===== config.mk =====
export PLATFORM = sky130hd
export DESIGN_NAME = flash_regbridge
export DESIGN_NICKNAME = d
export VERILOG_FILES = /design/src/rtl/fbr_pkg.sv /design/src/rtl/fbr_regs.sv /design/src/rtl/fbr_decode.sv /design/src/rtl/fbr_seq.sv /design/src/rtl/flash_regbridge.sv
export SDC_FILE = /design/constraint.sdc
export NUM_CORES = 1
export LEC_CHECK = 0
export ABC_AREA = 1
export BUFFER_PORTS_ARGS = -buffer_cell sky130_fd_sc_hd__buf_2
export CORE_UTILIZATION = 56
export CTS_BUF_LIST = sky130_fd_sc_hd__clkbuf_4
export DETAILED_ROUTE_END_ITERATION = 10
export PLACE_DENSITY = 0.84
export REMOVE_ABC_BUFFERS = 1
export SYNTH_ARGS = -nofsm -noshare
export SYNTH_HDL_FRONTEND = slang
export SYNTH_SLANG_ARGS = --single-unit

===== constraint.sdc =====
create_clock -name clk -period 2.4 [get_ports clk]
set_input_delay 0.24 -clock clk [delete_from_list [all_inputs] [get_ports clk]]
set_output_delay 0.24 -clock clk [all_outputs]
set_load 0.005 [all_outputs]

===== src/rtl/fbr_pkg.sv =====
package fbr_pkg;
  typedef enum logic [1:0] {
    OP_READ   = 2'd0,
    OP_PROG   = 2'd1,
    OP_PERASE = 2'd2,
    OP_MERASE = 2'd3
  } fl_op_e;

  typedef enum logic [1:0] {
    SEL_CTRL = 2'd0,
    SEL_ADDR = 2'd1,
    SEL_DATA = 2'd2,
    SEL_NONE = 2'd3
  } host_sel_e;

  localparam logic [3:0] MODE_PLAIN  = 4'd0;
  localparam logic [3:0] MODE_ALWAYS = 4'd1;
  localparam logic [3:0] MODE_GATED  = 4'd2;
  localparam logic [7:0] ERASE_KEY   = 8'hA5;
endpackage


===== src/rtl/fbr_regs.sv =====
module fbr_regs
  import fbr_pkg::*;
#(
  parameter int AW = 16,
  parameter int DW = 8
) (
  input  logic          clk,
  input  logic          rst_n,
  input  logic          ctrl_wr,
  input  logic          addr_wr,
  input  logic          data_wr,
  input  logic          data_rd,
  input  logic [AW-1:0] wdata,
  input  logic          done_evt,
  input  fl_op_e        done_op,
  input  logic [DW-1:0] fl_rdata,
  output logic [7:0]    ctrl_q,
  output logic [AW-1:0] addr_q,
  output logic [DW-1:0] data_q,
  output logic          valid_q
);
  logic [7:0]    ctrl_d;
  logic [AW-1:0] addr_d;
  logic [DW-1:0] data_d;
  logic          valid_d;
  logic          rd_done;
  logic          adv_done;

  assign rd_done  = done_evt && (done_op == OP_READ);
  assign adv_done = done_evt && ((done_op == OP_READ) || (done_op == OP_PROG));

  always_comb begin
    ctrl_d  = ctrl_q;
    addr_d  = addr_q;
    data_d  = data_q;
    valid_d = valid_q;
    if (ctrl_wr) ctrl_d = wdata[7:0];
    if (addr_wr)       addr_d = wdata;
    else if (adv_done) addr_d = addr_q + AW'(1);
    if (data_wr)      data_d = wdata[DW-1:0];
    else if (rd_done) data_d = fl_rdata;
    if (rd_done)      valid_d = 1'b1;
    else if (data_rd) valid_d = 1'b0;
  end

  always_ff @(posedge clk or negedge rst_n) begin
    if (!rst_n) begin
      ctrl_q  <= '0;
      addr_q  <= '0;
      data_q  <= '0;
      valid_q <= 1'b0;
    end else begin
      ctrl_q  <= ctrl_d;
      addr_q  <= addr_d;
      data_q  <= data_d;
      valid_q <= valid_d;
    end
  end

  a_r11_valid_clear: assert property (@(posedge clk) disable iff (!rst_n)
    (data_rd && !rd_done) |=> !valid_q);

  a_r7_fetch_loads: assert property (@(posedge clk) disable iff (!rst_n)
    (rd_done && !data_wr) |=> (valid_q && data_q == $past(fl_rdata)));

  a_r4_erase_keeps_addr: assert property (@(posedge clk) disable iff (!rst_n)
    (done_evt && (done_op == OP_PERASE || done_op == OP_MERASE) && !addr_wr)
      |=> $stable(addr_q));
endmodule


===== src/rtl/fbr_decode.sv =====
module fbr_decode
  import fbr_pkg::*;
#(
  parameter int             AW        = 16,
  parameter int             DW        = 8,
  parameter int             PAGE_BITS = 9,
  parameter logic [AW-1:0]  MASS_ADDR = 16'h1DFE
) (
  input  logic          data_wr,
  input  logic          data_rd,
  input  logic [DW-1:0] wbyte,
  input  logic [7:0]    ctrl,
  input  logic [AW-1:0] addr,
  input  logic          busy,
  input  logic          valid,
  output logic          start,
  output fl_op_e        op,
  output logic [AW-1:0] op_addr
);
  localparam logic [AW-1:0] PAGE_MASK = {{(AW-PAGE_BITS){1'b0}}, {PAGE_BITS{1'b1}}};

  logic [3:0] wmode;
  logic [3:0] rmode;
  logic       mass_hit;
  logic       want;

  assign wmode    = ctrl[7:4];
  assign rmode    = ctrl[3:0];
  assign mass_hit = (addr == MASS_ADDR) || (addr == MASS_ADDR + AW'(1));

  always_comb begin
    want    = 1'b0;
    op      = OP_READ;
    op_addr = addr;
    if (data_wr) begin
      case (wmode)
        MODE_ALWAYS: begin
          want = 1'b1;
          op   = OP_PROG;
        end
        MODE_GATED: begin
          if (wbyte == ERASE_KEY[DW-1:0]) begin
            want = 1'b1;
            if (mass_hit) begin
              op      = OP_MERASE;
              op_addr = '0;
            end else begin
              op      = OP_PERASE;
              op_addr = addr & ~PAGE_MASK;
            end
          end
        end
        default: want = 1'b0;
      endcase
    end else if (data_rd) begin
      case (rmode)
        MODE_ALWAYS: want = 1'b1;
        MODE_GATED:  want = !valid;
        default:     want = 1'b0;
      endcase
    end
  end

  assign start = want && !busy;
endmodule


===== src/rtl/fbr_seq.sv =====
module fbr_seq
  import fbr_pkg::*;
#(
  parameter int AW = 16,
  parameter int DW = 8
) (
  input  logic          clk,
  input  logic          rst_n,
  input  logic          start,
  input  fl_op_e        op,
  input  logic [AW-1:0] op_addr,
  input  logic [DW-1:0] op_wdata,
  input  logic          fl_done,
  output logic          busy,
  output logic          fl_req,
  output fl_op_e        fl_op,
  output logic [AW-1:0] fl_addr,
  output logic [DW-1:0] fl_wdata,
  output logic          done_evt,
  output fl_op_e        done_op
);
  typedef enum logic [1:0] {ST_IDLE, ST_ISSUE, ST_WAIT} st_e;

  st_e           st_q, st_d;
  fl_op_e        op_q, op_d;
  logic [AW-1:0] addr_q, addr_d;
  logic [DW-1:0] wd_q, wd_d;
  logic          load_en;

  assign load_en = (st_q == ST_IDLE) && start;

  always_comb begin
    st_d   = st_q;
    op_d   = op_q;
    addr_d = addr_q;
    wd_d   = wd_q;
    if (load_en) begin
      op_d   = op;
      addr_d = op_addr;
      wd_d   = op_wdata;
    end
    case (st_q)
      ST_IDLE:  if (start) st_d = ST_ISSUE;
      ST_ISSUE: st_d = ST_WAIT;
      ST_WAIT:  if (fl_done) st_d = ST_IDLE;
      default:  st_d = ST_IDLE;
    endcase
  end

  always_ff @(posedge clk or negedge rst_n) begin
    if (!rst_n) begin
      st_q   <= ST_IDLE;
      op_q   <= OP_READ;
      addr_q <= '0;
      wd_q   <= '0;
    end else begin
      st_q   <= st_d;
      op_q   <= op_d;
      addr_q <= addr_d;
      wd_q   <= wd_d;
    end
  end

  assign busy     = (st_q != ST_IDLE);
  assign fl_req   = (st_q == ST_ISSUE);
  assign fl_op    = op_q;
  assign fl_addr  = addr_q;
  assign fl_wdata = wd_q;
  assign done_evt = (st_q == ST_WAIT) && fl_done;
  assign done_op  = op_q;

  a_r12_req_pulse: assert property (@(posedge clk) disable iff (!rst_n)
    fl_req |=> !fl_req);

  a_r12_hold_operand: assert property (@(posedge clk) disable iff (!rst_n)
    (busy && $past(busy)) |-> ($stable(fl_op) && $stable(fl_addr)));

  a_r10_req_from_idle: assert property (@(posedge clk) disable iff (!rst_n)
    $rose(busy) |-> fl_req);
endmodule


===== src/rtl/flash_regbridge.sv =====
module flash_regbridge
  import fbr_pkg::*;
#(
  parameter int            AW        = 16,
  parameter int            DW        = 8,
  parameter int            PAGE_BITS = 9,
  parameter logic [15:0]   MASS_ADDR = 16'h1DFE
) (
  input  logic          clk,
  input  logic          rst_n,
  input  logic [1:0]    host_sel,
  input  logic          host_wr,
  input  logic          host_rd,
  input  logic [15:0]   host_wdata,
  output logic [15:0]   host_rdata,
  output logic          busy,
  output logic          data_valid,
  output logic          fl_req,
  output logic [1:0]    fl_op,
  output logic [15:0]   fl_addr,
  output logic [7:0]    fl_wdata,
  input  logic          fl_done,
  input  logic [7:0]    fl_rdata
);
  logic          rst_meta, rst_sync;
  logic          ctrl_wr, addr_wr, data_wr, data_rd;
  logic [7:0]    ctrl_q;
  logic [AW-1:0] addr_q;
  logic [DW-1:0] data_q;
  logic          start;
  fl_op_e        dec_op, seq_op, done_op;
  logic [AW-1:0] dec_addr;
  logic          done_evt;

  always_ff @(posedge clk or negedge rst_n) begin
    if (!rst_n) begin
      rst_meta <= 1'b0;
      rst_sync <= 1'b0;
    end else begin
      rst_meta <= 1'b1;
      rst_sync <= rst_meta;
    end
  end

  assign ctrl_wr = host_wr && (host_sel == SEL_CTRL);
  assign addr_wr = host_wr && (host_sel == SEL_ADDR);
  assign data_wr = host_wr && (host_sel == SEL_DATA);
  assign data_rd = host_rd && !host_wr && (host_sel == SEL_DATA);

  fbr_regs #(.AW(AW), .DW(DW)) u_regs (
    .clk(clk), .rst_n(rst_sync),
    .ctrl_wr(ctrl_wr), .addr_wr(addr_wr), .data_wr(data_wr), .data_rd(data_rd),
    .wdata(host_wdata), .done_evt(done_evt), .done_op(done_op), .fl_rdata(fl_rdata),
    .ctrl_q(ctrl_q), .addr_q(addr_q), .data_q(data_q), .valid_q(data_valid)
  );

  fbr_decode #(.AW(AW), .DW(DW), .PAGE_BITS(PAGE_BITS), .MASS_ADDR(MASS_ADDR)) u_dec (
    .data_wr(data_wr), .data_rd(data_rd), .wbyte(host_wdata[DW-1:0]),
    .ctrl(ctrl_q), .addr(addr_q), .busy(busy), .valid(data_valid),
    .start(start), .op(dec_op), .op_addr(dec_addr)
  );

  fbr_seq #(.AW(AW), .DW(DW)) u_seq (
    .clk(clk), .rst_n(rst_sync),
    .start(start), .op(dec_op), .op_addr(dec_addr), .op_wdata(host_wdata[DW-1:0]),
    .fl_done(fl_done), .busy(busy), .fl_req(fl_req), .fl_op(seq_op),
    .fl_addr(fl_addr), .fl_wdata(fl_wdata), .done_evt(done_evt), .done_op(done_op)
  );

  assign fl_op = seq_op;

  always_comb begin
    case (host_sel)
      SEL_CTRL: host_rdata = {8'h00, ctrl_q};
      SEL_ADDR: host_rdata = addr_q;
      SEL_DATA: host_rdata = {{(16-DW){1'b0}}, data_q};
      default:  host_rdata = '0;
    endcase
  end

  a_r4_page_aligned: assert property (@(posedge clk) disable iff (!rst_sync)
    (fl_req && fl_op == OP_PERASE) |-> (fl_addr[PAGE_BITS-1:0] == '0));

  a_r5_mass_at_zero: assert property (@(posedge clk) disable iff (!rst_sync)
    (fl_req && fl_op == OP_MERASE) |-> (fl_addr == '0));
endmodule


Yosys cells after proc, flatten, opt, wreduce, memory -nomap -nowiden
Index checks and enable logic that the tools add are counted.
{"block": "word_totals", "regBits": 63, "elab_cells": 71, "out_inout_bits": 45}
{"block": "op_classes", "n_reduce_logical": 23, "eq_ne": 14, "muxes": 23, "addsub": 1}
{"cell": "$mux 16", "count": 6}
{"cell": "$pmux 16 s3", "count": 1}
{"cell": "$eq 16x13->1 const B", "count": 2}
{"cell": "$add 16x1->16 const B", "count": 1}
{"cell": "$mux 8", "count": 2}
{"cell": "$logic_and 1x1->1", "count": 10}
{"cell": "$eq 4x1->1 const B", "count": 2}
{"cell": "$eq 4x2->1 const B", "count": 2}
{"cell": "$eq 8x8->1 const B", "count": 1}
{"cell": "$mux 2", "count": 4}
{"cell": "$reduce_bool 2->1", "count": 4}
{"cell": "$eq 2x1->1 const B", "count": 3}
{"cell": "$logic_not 2->1", "count": 3}
{"cell": "$mux 1", "count": 6}
{"cell": "$pmux 2 s3", "count": 1}
{"cell": "$eq 2x2->1 const B", "count": 2}
{"cell": "$pmux 1 s2", "count": 2}
{"cell": "$pmux 2 s2", "count": 1}
{"cell": "$logic_not 1->1", "count": 3}
{"cell": "$logic_or 1x1->1", "count": 2}
{"cell": "$ne 2x1->1 const B", "count": 1}
{"cell": "$ne 2x2->1 const B", "count": 1}
{"cell": "$reduce_and 2->1", "count": 1}

Longest topological paths before layout
{"block": "logic_depth", "depth_word": 8, "mapped_depth": 11, "mapped_depth_nobuf": 11}

Modules after synthesis
From an unflattened synthesis, not the netlist that was laid out.
{"block": "hier_totals", "cells_unflattened": 500, "hier_area_um2": 3908.7}
{"mod": "fbr_regs", "seq_area_each_um2": 825.8, "cells_per_inst": 233, "instances": 1, "area_per_inst_um2": 1810.5}
{"mod": "fbr_seq", "seq_area_each_um2": 700.7, "cells_per_inst": 126, "instances": 1, "area_per_inst_um2": 1385.1}
{"mod": "flash_regbridge", "seq_area_each_um2": 50.0, "cells_per_inst": 64, "instances": 1, "area_per_inst_um2": 370.4}
{"mod": "fbr_decode", "seq_area_each_um2": 0.0, "cells_per_inst": 77, "instances": 1, "area_per_inst_um2": 342.8}

Worst setup path before layout
Ideal clock, no wire load.
{"block": "synth_path", "kind": "flip-flop to flip-flop", "start": "register u_seq.op_q[1], in the netlist u_seq.done_op[1]", "end": "register u_regs.data_q[0]", "path_stages_with_launch": 7, "setup_time_ns": 0.126, "setup_slack_ns": 0.985, "synth_period_minus_slack_ns": 1.415, "n_path_buf": 1, "arrival_time_ns": 1.289, "path_cell_list": "dfrtp_1 -> nor2_1 -> nand3_1 -> or2_2 -> nand2_1 -> buf_2 -> o21ai_0"}
{"block": "synth_between", "elab_chain_len": 3}
{"item": "from (decl)", "line": "fbr_seq.sv:25", "rtl": "fl_op_e op_q, op_d;"}
{"item": "from (signal assigned)", "line": "fbr_seq.sv:58", "rtl": "op_q <= op_d;"}
{"item": "$logic_not 2->1", "line": "fbr_regs.sv:29", "rtl": "assign rd_done = done_evt && (done_op == OP_READ);"}
{"item": "$logic_and 1x1->1", "line": "fbr_regs.sv:29"}
{"item": "$reduce_bool 2->1 (no line)"}
{"item": "to (signal assigned)", "line": "fbr_regs.sv:55", "rtl": "data_q <= data_d;"}
{"item": "to (decl)", "line": "fbr_regs.sv:19", "rtl": "output logic [DW-1:0] data_q,"}
No other way between the ends.
A chain may end at the register's enable or synchronous reset.

Worst setup path after layout
{"block": "layout_path", "start": "register u_seq.st_q[1]", "end": "register u_seq.wd_q[2], in the netlist u_seq.fl_wdata[2]"}
{"block": "layout_between", "elab_chain_len": 4}
{"item": "from (decl)", "line": "fbr_seq.sv:24", "rtl": "st_e st_q, st_d;"}
{"item": "from (signal assigned)", "line": "fbr_seq.sv:57", "rtl": "st_q <= st_d;"}
{"item": "$reduce_bool 2->1", "line": "fbr_seq.sv:64", "rtl": "assign busy = (st_q != ST_IDLE);"}
{"item": "$logic_not 1->1", "line": "fbr_decode.sv:64", "rtl": "assign start = want && !busy;"}
{"item": "$logic_and 1x1->1", "line": "fbr_decode.sv:64"}
{"item": "$logic_and 1x1->1 *", "line": "fbr_seq.sv:30", "rtl": "assign load_en = (st_q == ST_IDLE) && start;"}
{"item": "to (signal assigned)", "line": "fbr_seq.sv:60", "rtl": "wd_q <= wd_d;"}
{"item": "to (decl)", "line": "fbr_seq.sv:27", "rtl": "logic [DW-1:0] wd_q, wd_d;"}
Every way passes the cells marked *; elsewhere a longest branch is shown, timed or not.

==> impl_metrics.py <==
metrics = {
    "run_status": {
        "status": "complete, no violations",
    },
    "route": {
        "avgViaCountPerCell": 5.43,
        "wl_per_cell_um": 14.3,
        "firstDrtPassIters": 5,
        "wl_mm": 8.49,
        "drc": 0,
        "num_vias": 3229,
        "drt.antenna.violating_nets": 0,
        "first_iter_violations": 207,
    },
    "floorplan": {
        "die_w_um": 78.7,
        "die_h_um": 78.7,
        "rows": 27,
        "initial_core_util_pct": 58.8,
        "die_area_um2": 6200,
        "ios": 76,
        "core_area_um2": 5610,
    },
    "clock_network": {
        "clockRootBuffer": "clkbuf_4",
        "ctsHoldBuffers": 1,
        "htreeDepth": 3,
        "postCtsSetupBuffers": 0,
        "cts_sinks": 63,
        "clockBufferDepth": 2,
        "clk_pin_slew_worst_paths_ns": 0.11,
        "cts_tree": "built",
        "ctsResizeCount": 0,
        "numCtsBuffers": 9,
        "clk-insertion-delay-late_ns": 0.43,
    },
    "synth": {
        "synthCells": 439,
        "synth-seq-cells": 63,
        "synth_common_cells": "nand2_1 (152), dfrtp_1 (63), inv_1 (45), nand3_1 (45), nor2_1 (44)",
        "ys_top_cells_by_area": "dfrtp_1 (48%), nand2_1 (17%), nand3_1 (6.8%), inv_1 (5.1%), nor2_1 (5.0%)",
        "async_reset_ff_share_pct": 100,
        "ys_seq_area_share_pct": 47.8,
        "synth.most_common_cell": "nand2_1",
        "synth.top_cell.area_share_pct": 47.8,
        "yosys_warnings": 0,
        "synth_area_um2": 3300,
        "yosysTopAreaCell": "dfrtp_1",
        "synth_edf_count": 0,
        "synth_cell_type_count": 29,
        "avgSynthCellArea_um2": 7.51,
        "synth_ff_type": "dfrtp_1",
    },
    "grt": {
        "antenna_found_initial": 0,
        "grt_pass1_wl_mm": 14.2,
        "grt_pass1_vias": 2995,
        "gr-total-overflow": 0,
        "track_usage_pct": 30.3,
        "grt_start_max_net_pins": 35,
    },
    "place": {
        "hpwl_mm": 6.17,
        "globalplace.congestion": 0.899,
        "pre_cts_ws_ns": 0.624,
        "dp_cells": 578,
        "placed_cell_area_um2": 3740,
        "io_buffers": 75,
    },
    "timing": {
        "period_share_pct": 76.3,
        "min_period_ns": 1.83,
        "worstMarginPinSlew_ns": 0.643,
        "maxSlewViolCount": 0,
        "hold_slack_ns": 0.0193,
        "hold_violations": 0,
        "rsz0062_at_grt": "false",
        "timing.slew.headroom_pct": 57.2,
        "finalWorstSetupSlack_ns": 0.568,
        "fin_skew_ns": 0.0119,
        "fmaxAchievable_mhz": 546,
        "fin_setup_tns_ns": 0,
        "setup_viol": 0,
    },
    "worst_setup_path": {
        "crit_top_cell": "nand2_1",
        "cpMaxStageDelayCell": "dfrtp_1",
        "worstPathArrival_ns": 2.21,
        "cp.required_ns": 2.78,
        "start_kind": "flop",
        "crit_type": "flop to flop",
        "cp_cell_sequence": "nor2_1 > nand4_4 > nand2_4 > nand2_1 > nand2_1",
        "slowest_delay_ns": 0.45,
        "cp_max_fo": 27,
        "end_kind": "flop",
    },
    "worst_hold_path": {
        "hp-class": "input port to flop",
    },
    "finish": {
        "area_delta_synth_final_pct": 18.6,
        "fin_area_um2": 3910,
        "nFillCells": 487,
        "antenna_cells": 0,
        "drive_gt1_share_pct": 20.1,
        "final_nets": 551,
        "instances_no_fill": 595,
        "final_util_pct": 69.7,
    },
    "pwr": {
        "power_density_nw_per_um2": 832,
        "leakage_nw": 2.15,
        "total_power_mw": 3.26,
        "vdd_drop_max_mv": 0.454,
    },
    "run": {
        "cap_violations": 0,
    },
}
[area by class of cell]
cell class | instances | area, µm² | share of cell area, %
Clock buffer | 10 | 75.1 | 1.92
Timing Repair Buffer | 78 | 413 | 10.6
Inverter | 49 | 184 | 4.70
Sequential cell | 63 | 1580 | 40.3
Tap cell | 72 | 90.1 | 2.30
Multi-Input combinational cell | 317 | 1490 | 38.0
Clock inverter | 6 | 85.1 | 2.18
[layout by cell type, fill, tap and decap left out, types with 3 or more instances in the layout]
cell | synthesis | routed
inv_1 | 45 | 45
o211ai_1 | 7 | 7
clkbuf_4 | 0 | 10
a21oi_1 | 6 | 6
xor2_1 | 6 | 6
o21ai_0 | 28 | 28
dfrtp_1 | 63 | 62
nand3_1 | 45 | 45
inv_2 | 3 | 3
nand2_1 | 152 | 152
buf_2 | 5 | 75
nor2_1 | 44 | 44
nand4_1 | 3 | 3
o221ai_1 | 6 | 6
[state kept, by name, summed over array words and instances (netlist names)]
signal,flops
u_seq.done_op,2
rst_meta,1
rst_sync,1
u_regs.addr_q,16
u_seq.st_q,2
u_regs.ctrl_q,8
u_seq.fl_addr,16
u_seq.fl_wdata,8
u_regs.valid_q,1
u_regs.data_q,8
[per-layer routing]
| layer | share of wire (%) | global-route usage, % | up-vias | routed length (µm) |
|---|---|---|---|---|
| met5 | 0 | 0 | - | 0 |
| met2 | 47 | 45.4 | 114 | 4020 |
| met3 | 6.3 | 5.40 | 19 | 531 |
| met4 | 2.3 | 15.2 | 0 | 196 |
| li1 | - | - | 1567 | - |
| met1 | 44 | 42.4 | 1529 | 3740 |
[logic make-up after synthesis]
family          share of synthesized area [%]
xor+xnor                                 1.59
mux                                     0.341
other cells                             0.114
compound gates                           9.18
flops                                    47.8
simple gates                             33.1
fa+ha+maj                               0.759
buf+inv                                  7.13
[critical path: cells and delay by family (launching register included)]
family        cells  cell delay, ns
flops             1            0.45
simple gates      5            1.33
[worst paths after layout]
kind / to / cells after the start / slack, ns / from
min reg2reg: u_seq.fl_addr[15]$_DFFE_PN0P_ / 0 / 0.29 / rst_sync$_DFF_PN0_
max reg2reg: u_seq.fl_wdata[2]$_DFFE_PN0P_ / 5 / 0.57 / u_seq.st_q[1]$_DFFE_PN0P_
min: u_regs.addr_q[13]$_DFFE_PN0P_ / 3 / 0.02 / host_wdata[13]
max: u_seq.fl_wdata[2]$_DFFE_PN0P_ / 5 / 0.57 / u_seq.st_q[1]$_DFFE_PN0P_
min in group asynchronous: rst_sync$_DFF_PN0_ / 2 / 0.11 / rst_n
max in group asynchronous: u_regs.addr_q[4]$_DFFE_PN0P_ / 1 / 1.50 / rst_sync$_DFF_PN0_
[power breakdown]
group	switching, mW	total [mW]	internal (mW)
clock	0.410	0.841	0.430
sequential	0.224	1.57	1.35
combinational	0.462	0.842	0.380
Note: power is estimated with default switching activity, not from simulation.
